$ cat src/rtl/ssa_pkg.sv
package ssa_pkg;

  // {cs_n, ras_n, cas_n, we_n}
  localparam logic [3:0] CMD_NOP   = 4'b0111;
  localparam logic [3:0] CMD_READ  = 4'b0101;
  localparam logic [3:0] CMD_WRITE = 4'b0100;

  typedef enum logic [2:0] {
    ST_IDLE,
    ST_ISSUE,
    ST_HOLD,
    ST_WAITLAT,
    ST_RESP
  } ssa_state_e;

endpackage

$ cat src/rtl/ssa_col_calc.sv
module ssa_col_calc #(
  parameter int COL_W = 10
) (
  input  logic [COL_W-1:0] target_col,
  input  logic [COL_W-1:0] lead,
  output logic [COL_W-1:0] start_col
);
  // COL_W-bit subtraction wraps modulo the page length
  always_comb start_col = target_col - lead;
endmodule

$ cat src/rtl/ssa_strobe_timer.sv
module ssa_strobe_timer #(
  parameter int CNT_W = 10
) (
  input  logic             clk,
  input  logic             rst_n,
  input  logic             load,
  input  logic [CNT_W-1:0] load_val,
  input  logic             run,
  output logic             at_zero
);
  logic [CNT_W-1:0] cnt_q;

  always_ff @(posedge clk) begin
    if (!rst_n) begin
      cnt_q <= '0;
    end else if (load) begin
      cnt_q <= load_val;
    end else if (run && (cnt_q != '0)) begin
      cnt_q <= cnt_q - 1'b1;
    end
  end

  assign at_zero = (cnt_q == '0);
endmodule

$ cat src/rtl/ssa_rd_capture.sv
module ssa_rd_capture #(
  parameter int DATA_W  = 16,
  parameter int CAS_LAT = 2
) (
  input  logic              clk,
  input  logic              rst_n,
  input  logic              launch,
  input  logic [DATA_W-1:0] dq_in,
  output logic              fire,
  output logic [DATA_W-1:0] data_q
);
  logic [CAS_LAT-1:0] stage_q;

  generate
    if (CAS_LAT == 1) begin : g_single
      always_ff @(posedge clk) begin
        if (!rst_n) stage_q <= '0;
        else        stage_q <= launch;
      end
    end else begin : g_chain
      always_ff @(posedge clk) begin
        if (!rst_n) stage_q <= '0;
        else        stage_q <= {stage_q[CAS_LAT-2:0], launch};
      end
    end
  endgenerate

  assign fire = stage_q[CAS_LAT-1];

  always_ff @(posedge clk) begin
    if (!rst_n)    data_q <= '0;
    else if (fire) data_q <= dq_in;
  end
endmodule

$ cat src/rtl/mask_strobe_access.sv
module mask_strobe_access
  import ssa_pkg::*;
#(
  parameter int BANK_W  = 2,
  parameter int COL_W   = 10,
  parameter int DATA_W  = 16,
  parameter int CAS_LAT = 2
) (
  input  logic              clk,
  input  logic              rst_n,
  input  logic              req_valid,
  output logic              req_ready,
  input  logic              req_write,
  input  logic [BANK_W-1:0] req_bank,
  input  logic [COL_W-1:0]  req_col,
  input  logic [DATA_W-1:0] req_wdata,
  input  logic [COL_W-1:0]  req_lead,
  output logic              rsp_valid,
  input  logic              rsp_ready,
  output logic [DATA_W-1:0] rsp_rdata,
  output logic              busy,
  output logic              done,
  output logic              sd_cs_n,
  output logic              sd_ras_n,
  output logic              sd_cas_n,
  output logic              sd_we_n,
  output logic [BANK_W-1:0] sd_ba,
  output logic [COL_W-1:0]  sd_addr,
  output logic              sd_dqm,
  output logic [DATA_W-1:0] sd_dq_out,
  output logic              sd_dq_oe,
  input  logic [DATA_W-1:0] sd_dq_in
);

  ssa_state_e        state_q, state_d;
  logic              wr_q;
  logic [BANK_W-1:0] bank_q;
  logic [COL_W-1:0]  start_q;
  logic [DATA_W-1:0] wdata_q;
  logic              done_q;

  logic              accept;
  logic              in_burst;
  logic              tmr_zero;
  logic              strobe;
  logic              cap_fire;
  logic [COL_W-1:0]  start_col;
  logic [3:0]        cmd_bits;

  assign req_ready = (state_q == ST_IDLE);
  assign accept    = req_valid && req_ready;
  assign in_burst  = (state_q == ST_ISSUE) || (state_q == ST_HOLD);
  assign strobe    = in_burst && tmr_zero;

  ssa_col_calc #(.COL_W(COL_W)) col_calc_i (
    .target_col (req_col),
    .lead       (req_lead),
    .start_col  (start_col)
  );

  ssa_strobe_timer #(.CNT_W(COL_W)) timer_i (
    .clk      (clk),
    .rst_n    (rst_n),
    .load     (accept),
    .load_val (req_lead),
    .run      (in_burst),
    .at_zero  (tmr_zero)
  );

  ssa_rd_capture #(.DATA_W(DATA_W), .CAS_LAT(CAS_LAT)) capture_i (
    .clk    (clk),
    .rst_n  (rst_n),
    .launch (strobe && !wr_q),
    .dq_in  (sd_dq_in),
    .fire   (cap_fire),
    .data_q (rsp_rdata)
  );

  always_comb begin
    state_d = state_q;
    unique case (state_q)
      ST_IDLE:    if (accept) state_d = ST_ISSUE;
      ST_ISSUE,
      ST_HOLD:    if (strobe) state_d = wr_q ? ST_IDLE : ST_WAITLAT;
                  else        state_d = ST_HOLD;
      ST_WAITLAT: if (cap_fire) state_d = ST_RESP;
      ST_RESP:    if (rsp_ready) state_d = ST_IDLE;
      default:    state_d = ST_IDLE;
    endcase
  end

  always_ff @(posedge clk) begin
    if (!rst_n) begin
      state_q <= ST_IDLE;
      wr_q    <= 1'b0;
      bank_q  <= '0;
      start_q <= '0;
      wdata_q <= '0;
      done_q  <= 1'b0;
    end else begin
      state_q <= state_d;
      done_q  <= (strobe && wr_q) || cap_fire;
      if (accept) begin
        wr_q    <= req_write;
        bank_q  <= req_bank;
        start_q <= start_col;
        wdata_q <= req_wdata;
      end
    end
  end

  always_comb begin
    cmd_bits = CMD_NOP;
    if (state_q == ST_ISSUE) cmd_bits = wr_q ? CMD_WRITE : CMD_READ;
  end

  assign {sd_cs_n, sd_ras_n, sd_cas_n, sd_we_n} = cmd_bits;
  assign sd_ba     = bank_q;
  assign sd_addr   = start_q;
  assign sd_dqm    = !strobe;
  assign sd_dq_oe  = wr_q && in_burst;
  assign sd_dq_out = wdata_q;
  assign busy      = (state_q != ST_IDLE);
  assign rsp_valid = (state_q == ST_RESP);
  assign done      = done_q;

endmodule

$ cat config.mk
export PLATFORM = sky130hd
export DESIGN_NAME = mask_strobe_access
export DESIGN_NICKNAME = d
export VERILOG_FILES = /design/src/rtl/ssa_pkg.sv /design/src/rtl/ssa_col_calc.sv /design/src/rtl/ssa_strobe_timer.sv /design/src/rtl/ssa_rd_capture.sv /design/src/rtl/mask_strobe_access.sv
export SDC_FILE = /design/constraint.sdc
export NUM_CORES = 1
export LEC_CHECK = 0
export BUFFER_PORTS_ARGS = -buffer_cell sky130_fd_sc_hd__clkbuf_2
export CAP_MARGIN = 20
export CORE_MARGIN = 1
export CORE_UTILIZATION = 40
export DETAILED_ROUTE_END_ITERATION = 6
export PLACE_DENSITY = 0.7
export SLEW_MARGIN = 20
export SYNTH_ARGS = -nofsm -noshare
export SYNTH_HDL_FRONTEND = slang
export SYNTH_SLANG_ARGS = --single-unit
$ cat constraint.sdc
create_clock -name clk -period 1.8 [get_ports clk]
set_input_delay 0.09 -clock clk [delete_from_list [all_inputs] [get_ports clk]]
set_output_delay 0.09 -clock clk [all_outputs]
set_load 0.03 [all_outputs]
==> reports/results.tsv, run 1 <==
metric	value	unit
Netlist cell types	63	
Total Routing Usage GR	21.3	%
Max clock buf depth	2	
Tmin final	1.81	ns
DRT iter0 DRCs	83	
H-tree depth	3	
die area	0.00789	mm2
final worst path period share	101	%
vias per cell	4.98	
nets@finish	587	
worst min path class	input pin to register	
Synth async-reset ratio	0	%
met1 WL	3580	um
DP HPWL	5760	um
final setup fails	1	
Worst Path Max Fanout	4	
vias in the first global route	2827	
register area	0.00123	mm2
first-pass GRT wire length	12700	um
FMAX	553	MHz
router iterations before antenna repair	4	
Congestion Overflow GR	0	
drt drc	0	
std cell rows	31	
commonest non-fill, non-tap cell in the layout	clkbuf_2	
Final Non-Filler Cells	620	
status	finished with violations	
Area Growth Syn to Fin	48.2	%
CTS Buf Count	9	
Worst EP required	1.71	ns
setup TNS	-0.00921	ns
Root Buffer Master	clkbuf_8	
dpl ws	-0.0445	ns
EDFF count, synth	0	
I/O pins	113	
Max Cap Viol	0	
Slew Limit Fails	0	
final wirelength	8470	um
Avg Cell Area, Syn	8.59	um2
GP Congestion	0.878	
RSZ-0062 raised after global routing	true	
drt wl/cell	13.7	um
worst vdd ir	0.734	mV
clk slew on worst S/H paths	0.07	ns
met2 WL	4180	um
commonest non-fill, non-tap cells in the layout	108 x clkbuf_2, 56 x dfxtp_1, 52 x nand2_1	
Power Dens Cells	1440	mW/mm2
port bufs	110	
Ys Warns	0	
placed cells	563	
WS Path Type	register to output pin	
fillcell total	619	
dominant synthesized flop cell	dfxtp_1	
clk sinks	61	
final setup margin	-0.00921	ns
clk_lat worst skew	0.36	ns
Met3 Wirelength	562	um
area of the multi-input gates	0.00166	mm2
Die Wd	88.8	um
Worst Skew	0.0119	ns
vias	3087	
largest net degree at the start of global routing	30	
Finished Core Util	61.7	%
ANT nets after route	0	
final hold violations	1	
n_diodes	0	
starting density of the core	41.6	%
Min Hold Slack	-0.00651	ns
synthesized area	0.00302	mm2
CTS tree	built	
CP Launch Type	register	
failing checks	negative hold slack, negative setup slack	
initial antenna violation count	0	
Die H	88.8	um
share of cells above drive strength 1	36.9	%
net count after synthesis	422	
crit path DAT	1.72	ns
Yosys reg bits	61	
Static Leak	1.99	nW
top sig layer	met4	
Crit. End Element	output pin	
sequential share of the synthesized area	40.5	%
Core ar.	0.00725	mm2
Syn Inst Count	351	
==> critical path: stages (launching register included) <==
cell     delay, ns
dfxtp_4       0.36
inv_4         0.06
ha_4          0.12
nor4b_4       0.32
and3_4        0.29
nand2_2       0.07
buf_8         0.13
==> routing by layer <==
layer  vias up  track usage (%)
li1       1552                -
met3        12             5.78
met2       113             36.7
met5         -                0
met1      1410             24.6
met4         0             9.38
==> power by group <==
group	switching, mW	total [mW]	internal [mW]
Sequential	0.224	1.84	1.62
Combinational	1.80	3.25	1.45
Clock	0.590	1.37	0.783
Total	2.61	6.46	3.85
==> synth_stat cells (all sizes together), types with 5 or more instances <==
cell type | count | area (um2)
nor3 | 6 | 30.0
a211oi | 5 | 42.5
buf | 15 | 114
nand3 | 10 | 55.1
ha | 11 | 138
mux2i | 17 | 170
o21ai | 9 | 45.0
nor2 | 34 | 133
nand2 | 54 | 203
dfxtp | 61 | 1220
nor4 | 5 | 43.8
clkbuf | 7 | 26.3
a21oi | 40 | 208
inv | 18 | 67.6
==> per-stage QoR <==
| step | power (mW) | cell area [um2] |
|---|---|---|
| after detailed placement | 4.56 | 3770 |
| after global routing | 6.83 | 4470 |
| after global placement | 4.51 | 3770 |
| after floorplan | 3.77 | 3020 |
| final | 6.46 | 4470 |
| after CTS | 6.23 | 4410 |
==> kinds of logic after synthesis <==
kind of cell	synth area share, %
XOR/XNOR	1.41
buffers and inverters	6.88
adder cells (fa/ha/maj)	5.23
AND/OR/NAND/NOR	22.1
flip-flops	40.5
multiplexers	6.01
other	0.249
AO/OA/AOI/OAI	17.6
==> flip-flops by register name (all words and copies together) (netlist names) <==
name and count:
capture_i.stage_q 2, timer_i.cnt_q 10, done 1, sd_dq_out 16
wr_q 1, sd_addr 10, sd_ba 2, state_q 3
capture_i.data_q 16
==> cell type report <==
cell class | count | area share (%)
inverter | 18 | 1.62
timing repair buffer | 176 | 26.1
multi-input combinational | 250 | 37.1
sequential | 61 | 27.5
clock buffer | 9 | 2.77
clock inverter | 7 | 2.18
tap | 99 | 2.77
==> worst paths after layout <==
path,startpoint,to,slack (ns),cells after the start
worst max-delay path,timer_i.cnt_q[1],sd_dqm,-0.009,6
worst min-delay path,sd_dq_in[1],capture_i.data_q[1],-0.007,3
worst max register to register,timer_i.cnt_q[1],timer_i.cnt_q[3],0.01,8
worst min register to register,capture_i.stage_q[0],capture_i.stage_q[1],0.44,1
==> timing repair <==
action,CTS,global route
gates cloned,0,0
endpoints found under the setup margin,5,7
setup buffers,3,4
pin swaps,1,4
endpoints found under the hold margin,34,0
hold buffers,34,0
gates resized for setup,14,11
No activity file was read; power rests on OpenSTA's default activity.
==> run 2: changes to the inputs <==
--- a/config.mk
+++ b/config.mk
@@ -5,12 +5,13 @@
 export SDC_FILE = /design/constraint.sdc
 export NUM_CORES = 1
 export LEC_CHECK = 0
+export ABC_AREA = 1
 export BUFFER_PORTS_ARGS = -buffer_cell sky130_fd_sc_hd__clkbuf_2
 export CAP_MARGIN = 20
 export CORE_MARGIN = 1
 export CORE_UTILIZATION = 40
 export DETAILED_ROUTE_END_ITERATION = 6
-export PLACE_DENSITY = 0.7
+export PLACE_DENSITY = 0.67
 export SLEW_MARGIN = 20
 export SYNTH_ARGS = -nofsm -noshare
 export SYNTH_HDL_FRONTEND = slang
==> constraint.sdc (replaced) <==
create_clock -name clk -period 2.35 [get_ports clk]
set_input_delay 0.1175 -clock clk [delete_from_list [all_inputs] [get_ports clk]]
set_output_delay 0.1175 -clock clk [all_outputs]
set_load 0.03 [all_outputs]
==> run 2 against run 1 <==
  * The run now ends clean
  * Global-route usage fell by 0.17 points
  * Combinational power fell by 26%
  * Sequential power fell by 17%
  * Critical path type unchanged
==> reports/results.tsv, run 2 <==
metric	value	unit	change
status	finished, final reports clean		was finished with violations
I/O pins	113		unchanged
clk_lat worst skew	0.34	ns	was 0.36 ns
Synth async-reset ratio	0	%	unchanged
worst vdd ir	0.579	mV	was 0.734 mV
Tightest Pin Transition	0.536	ns	
sequential share of the synthesized area	39.3	%	was 40.5%
post-synth top area cell	dfxtp_1		unchanged
area share of the largest cell type after synthesis	39.3	%	was 40.5%
CP delay by family, top	simple AND/OR/NAND/NOR gates		unchanged
std cell rows	31		unchanged
final worst path period share	79.4	%	
Worst Path Max Fanout	8		was 4
list of most frequent post-synthesis cells	106 x nor2_1, 76 x nand2_1, 61 x dfxtp_1		was 61 x dfxtp_1, 54 x nand2_1, 38 x a21oi_1
Die Wd	90.1	um	was 88.8 um
commonest non-fill, non-tap cell in the layout	clkbuf_2		unchanged
Area contributors post-synth	dfxtp_1 39%, nor2_1 13%, nand2_1 9.2%		was dfxtp_1 40%, nand2_1 6.7%, a21oi_1 6.3%
vias in the first global route	3117		was 2827
final hold violations	0		was 1
Comb power frac	47.3	%	was 50.2%
GP Congestion	0.860		was 0.878
CP Launch Type	register		unchanged
clk slew on worst S/H paths	0.08	ns	was 0.07 ns
Setup crit start	timer_i.cnt_q[0]		was timer_i.cnt_q[1]
router iterations before antenna repair	7		was 4
H-tree depth	3		unchanged
Total Routing Usage GR	21.1	%	was 21.3%
Syn Inst Count	446		was 351
Netlist cell types	34		was 63
WP buf/inv	3		was 2
clk sinks	61		unchanged
Area Growth Syn to Fin	35.0	%	was 48.2%
nets@finish	649		was 587
vias per cell	4.78		was 4.98
count leader, synth	nor2_1		was dfxtp_1
number of post-CTS setup repair buffers	0		was 3
dpl ws	0.712	ns	was -0.0445 ns
final wirelength	8390	um	was 8470 um
Yosys reg bits	61		unchanged
CP max stage cell	dfxtp_1		was dfxtp_4
Tmin final	1.87	ns	
DRT iter0 DRCs	139		was 83
port bufs	110		unchanged
DP HPWL	5760	um	about the same
crit path DAT	1.75	ns	was 1.72 ns
Slew Limit Fails	0		unchanged
die area	0.00813	mm2	was 0.00789 mm2
power share of the clock group	22.6	%	was 21.2%
net count after synthesis	517		was 422
EDFF count, synth	0		unchanged
Resize count post-CTS	0		was 14
final setup margin	0.484	ns	was -0.00921 ns
ANT nets after route	0		unchanged
internal power	2.78	mW	was 3.85 mW
Avg Cell Area, Syn	6.97	um2	was 8.59 um2
share of cells above drive strength 1	24.5	%	was 36.9%
Max Cap Viol	0		unchanged
Psw	2.29	mW	was 2.61 mW
drt wl/cell	12.3	um	was 13.7 um
n_diodes	0		unchanged
FMAX	536	MHz	
setup TNS	0	ns	was -0.00921 ns
drt drc	0		unchanged
Ys Warns	0		unchanged
Flop pwr share	30.1	%	was 28.5%
CTS hold repair buffers	22		was 34
dominant synthesized flop cell	dfxtp_1		unchanged
Worst path most repeated cell	inv_1		
Critical Path Max Stage Delay	0.31	ns	was 0.36 ns
initial antenna violation count	0		unchanged
largest net degree at the start of global routing	41		was 30
Crit. End Element	output pin		unchanged
WS Path Type	register to output pin		unchanged
hold_sp	req_wdata[15]		was sd_dq_in[1]
Worst EP required	2.23	ns	was 1.71 ns
Sw Share	45.1	%	was 40.4%
worst flop-to-flop path startpoint	timer_i.cnt_q[0]		was timer_i.cnt_q[1]
first-pass GRT wire length	14000	um	was 12700 um
synthesized area	0.00311	mm2	was 0.00302 mm2
Root Buffer Master	clkbuf_8		unchanged
Worst Skew	0.00650	ns	was 0.0119 ns
Static Leak	2.22	nW	was 1.99 nW
Congestion Overflow GR	0		unchanged
CTS tree	built		unchanged
worst min path class	input pin to register		unchanged
CTS Buf Count	9		unchanged
Power Dens Cells	1210	mW/mm2	was 1440 mW/mm2
max_slew headroom	64.2	%	
starting density of the core	42.2	%	was 41.6%
commonest non-fill, non-tap cells in the layout	110 x clkbuf_2, 106 x nor2_1, 76 x nand2_1		was 108 x clkbuf_2, 56 x dfxtp_1, 52 x nand2_1
vias	3261		was 3087
RSZ-0062 raised after global routing	false		was true
final setup fails	0		was 1
Die H	90.1	um	was 88.8 um
Core ar.	0.00737	mm2	was 0.00725 mm2
Max clock buf depth	2		unchanged
CP cell instances	inv_1, ha_1, inv_1, nor2_1, nand3_2, nor2_4, nand2_1, clkbuf_2		was inv_4, ha_4, nor4b_4, and3_4, nand2_2, buf_8
==> run 2: cell types whose count changed in the layout (fill, tap and decap cells not counted), sizes merged, moves of 5 or more <==
cell / previous run / this run
a211oi: 5 / 0
a21oi: 40 / 21
buf: 34 / 3
dlygate4sd3: 34 / 25
inv: 18 / 46
mux2i: 17 / 0
nand2: 54 / 78
nand3: 10 / 24
nor2: 34 / 112
nor4: 5 / 0
o21ai: 9 / 44
==> run 2: area by class of cell <==
class | count | area (um2)
clock inverters | 6 | 111
well taps | 99 | 124
inverters | 47 | 179
repair buffers | 138 | 823
clock buffers | 10 | 128
fillers | 720 | 3170
multi-input cells | 321 | 1610
flip-flops and latches | 61 | 1220
==> run 2: final timing paths <==
check	end	slack [ns]	cells past startpoint
setup reg to reg	timer_i.cnt_q[0]	0.70	10
setup / recovery	sd_dqm	0.48	8
hold / removal	sd_dq_out[15]	0.006	3
hold reg to reg	capture_i.stage_q[1]	0.42	2
==> run 2: kinds of logic after synthesis <==
family | synth area share, %
adders and majority gates | 5.07
buffers and inverters | 8.90
AOI/OAI and AO/OA | 13.4
xor gates and xnor gates | 2.25
and+or+nand+nor | 30.9
other | 0.242
DFF | 39.3
==> run 2: worst register-to-register path, cell delays in order (launching register included) <==
cell     delay, ns
dfxtp_1       0.31
inv_1         0.18
ha_1          0.18
inv_1         0.03
nor2_1        0.16
nand3_2       0.12
nor2_4        0.16
nor2_4        0.08
nor2_8        0.14
nand2_1       0.07
a21oi_1       0.15
==> run 2: metrics by stage <==
step	area [um2]	std cells	hold WS (ns)	power [mW]	util (%)
floorplan	3110	446	0.252	3.35	-
global placement	3710	641	0.339	3.87	50.3
detailed placement	3710	641	0.345	3.90	50.3
CTS	4170	679	0.00114	5.09	56.5
global route	4200	682	0.0244	5.43	56.9
finish	4200	682	0.00593	5.07	56.9
==> run 2: power by group through the flow <==
stage	clock, mW	combinational [mW]	sequential [mW]
2_1_floorplan	0	1.47	1.88
3_3_place_gp	0	2.33	1.53
4_1_cts	1.16	2.41	1.52
3_5_place_dp	0	2.36	1.54
6_report	1.14	2.40	1.53
5_1_grt	1.21	2.65	1.56
==> run 2: layer usage <==
layer / up-vias / wire (um) / track usage [%]
met5: - / 0 / 0
met4: 0 / 116 / 7.80
met3: 13 / 407 / 5.58
met2: 86 / 4240 / 37.1
met1: 1493 / 3630 / 24.4
li1: 1669 / - / -
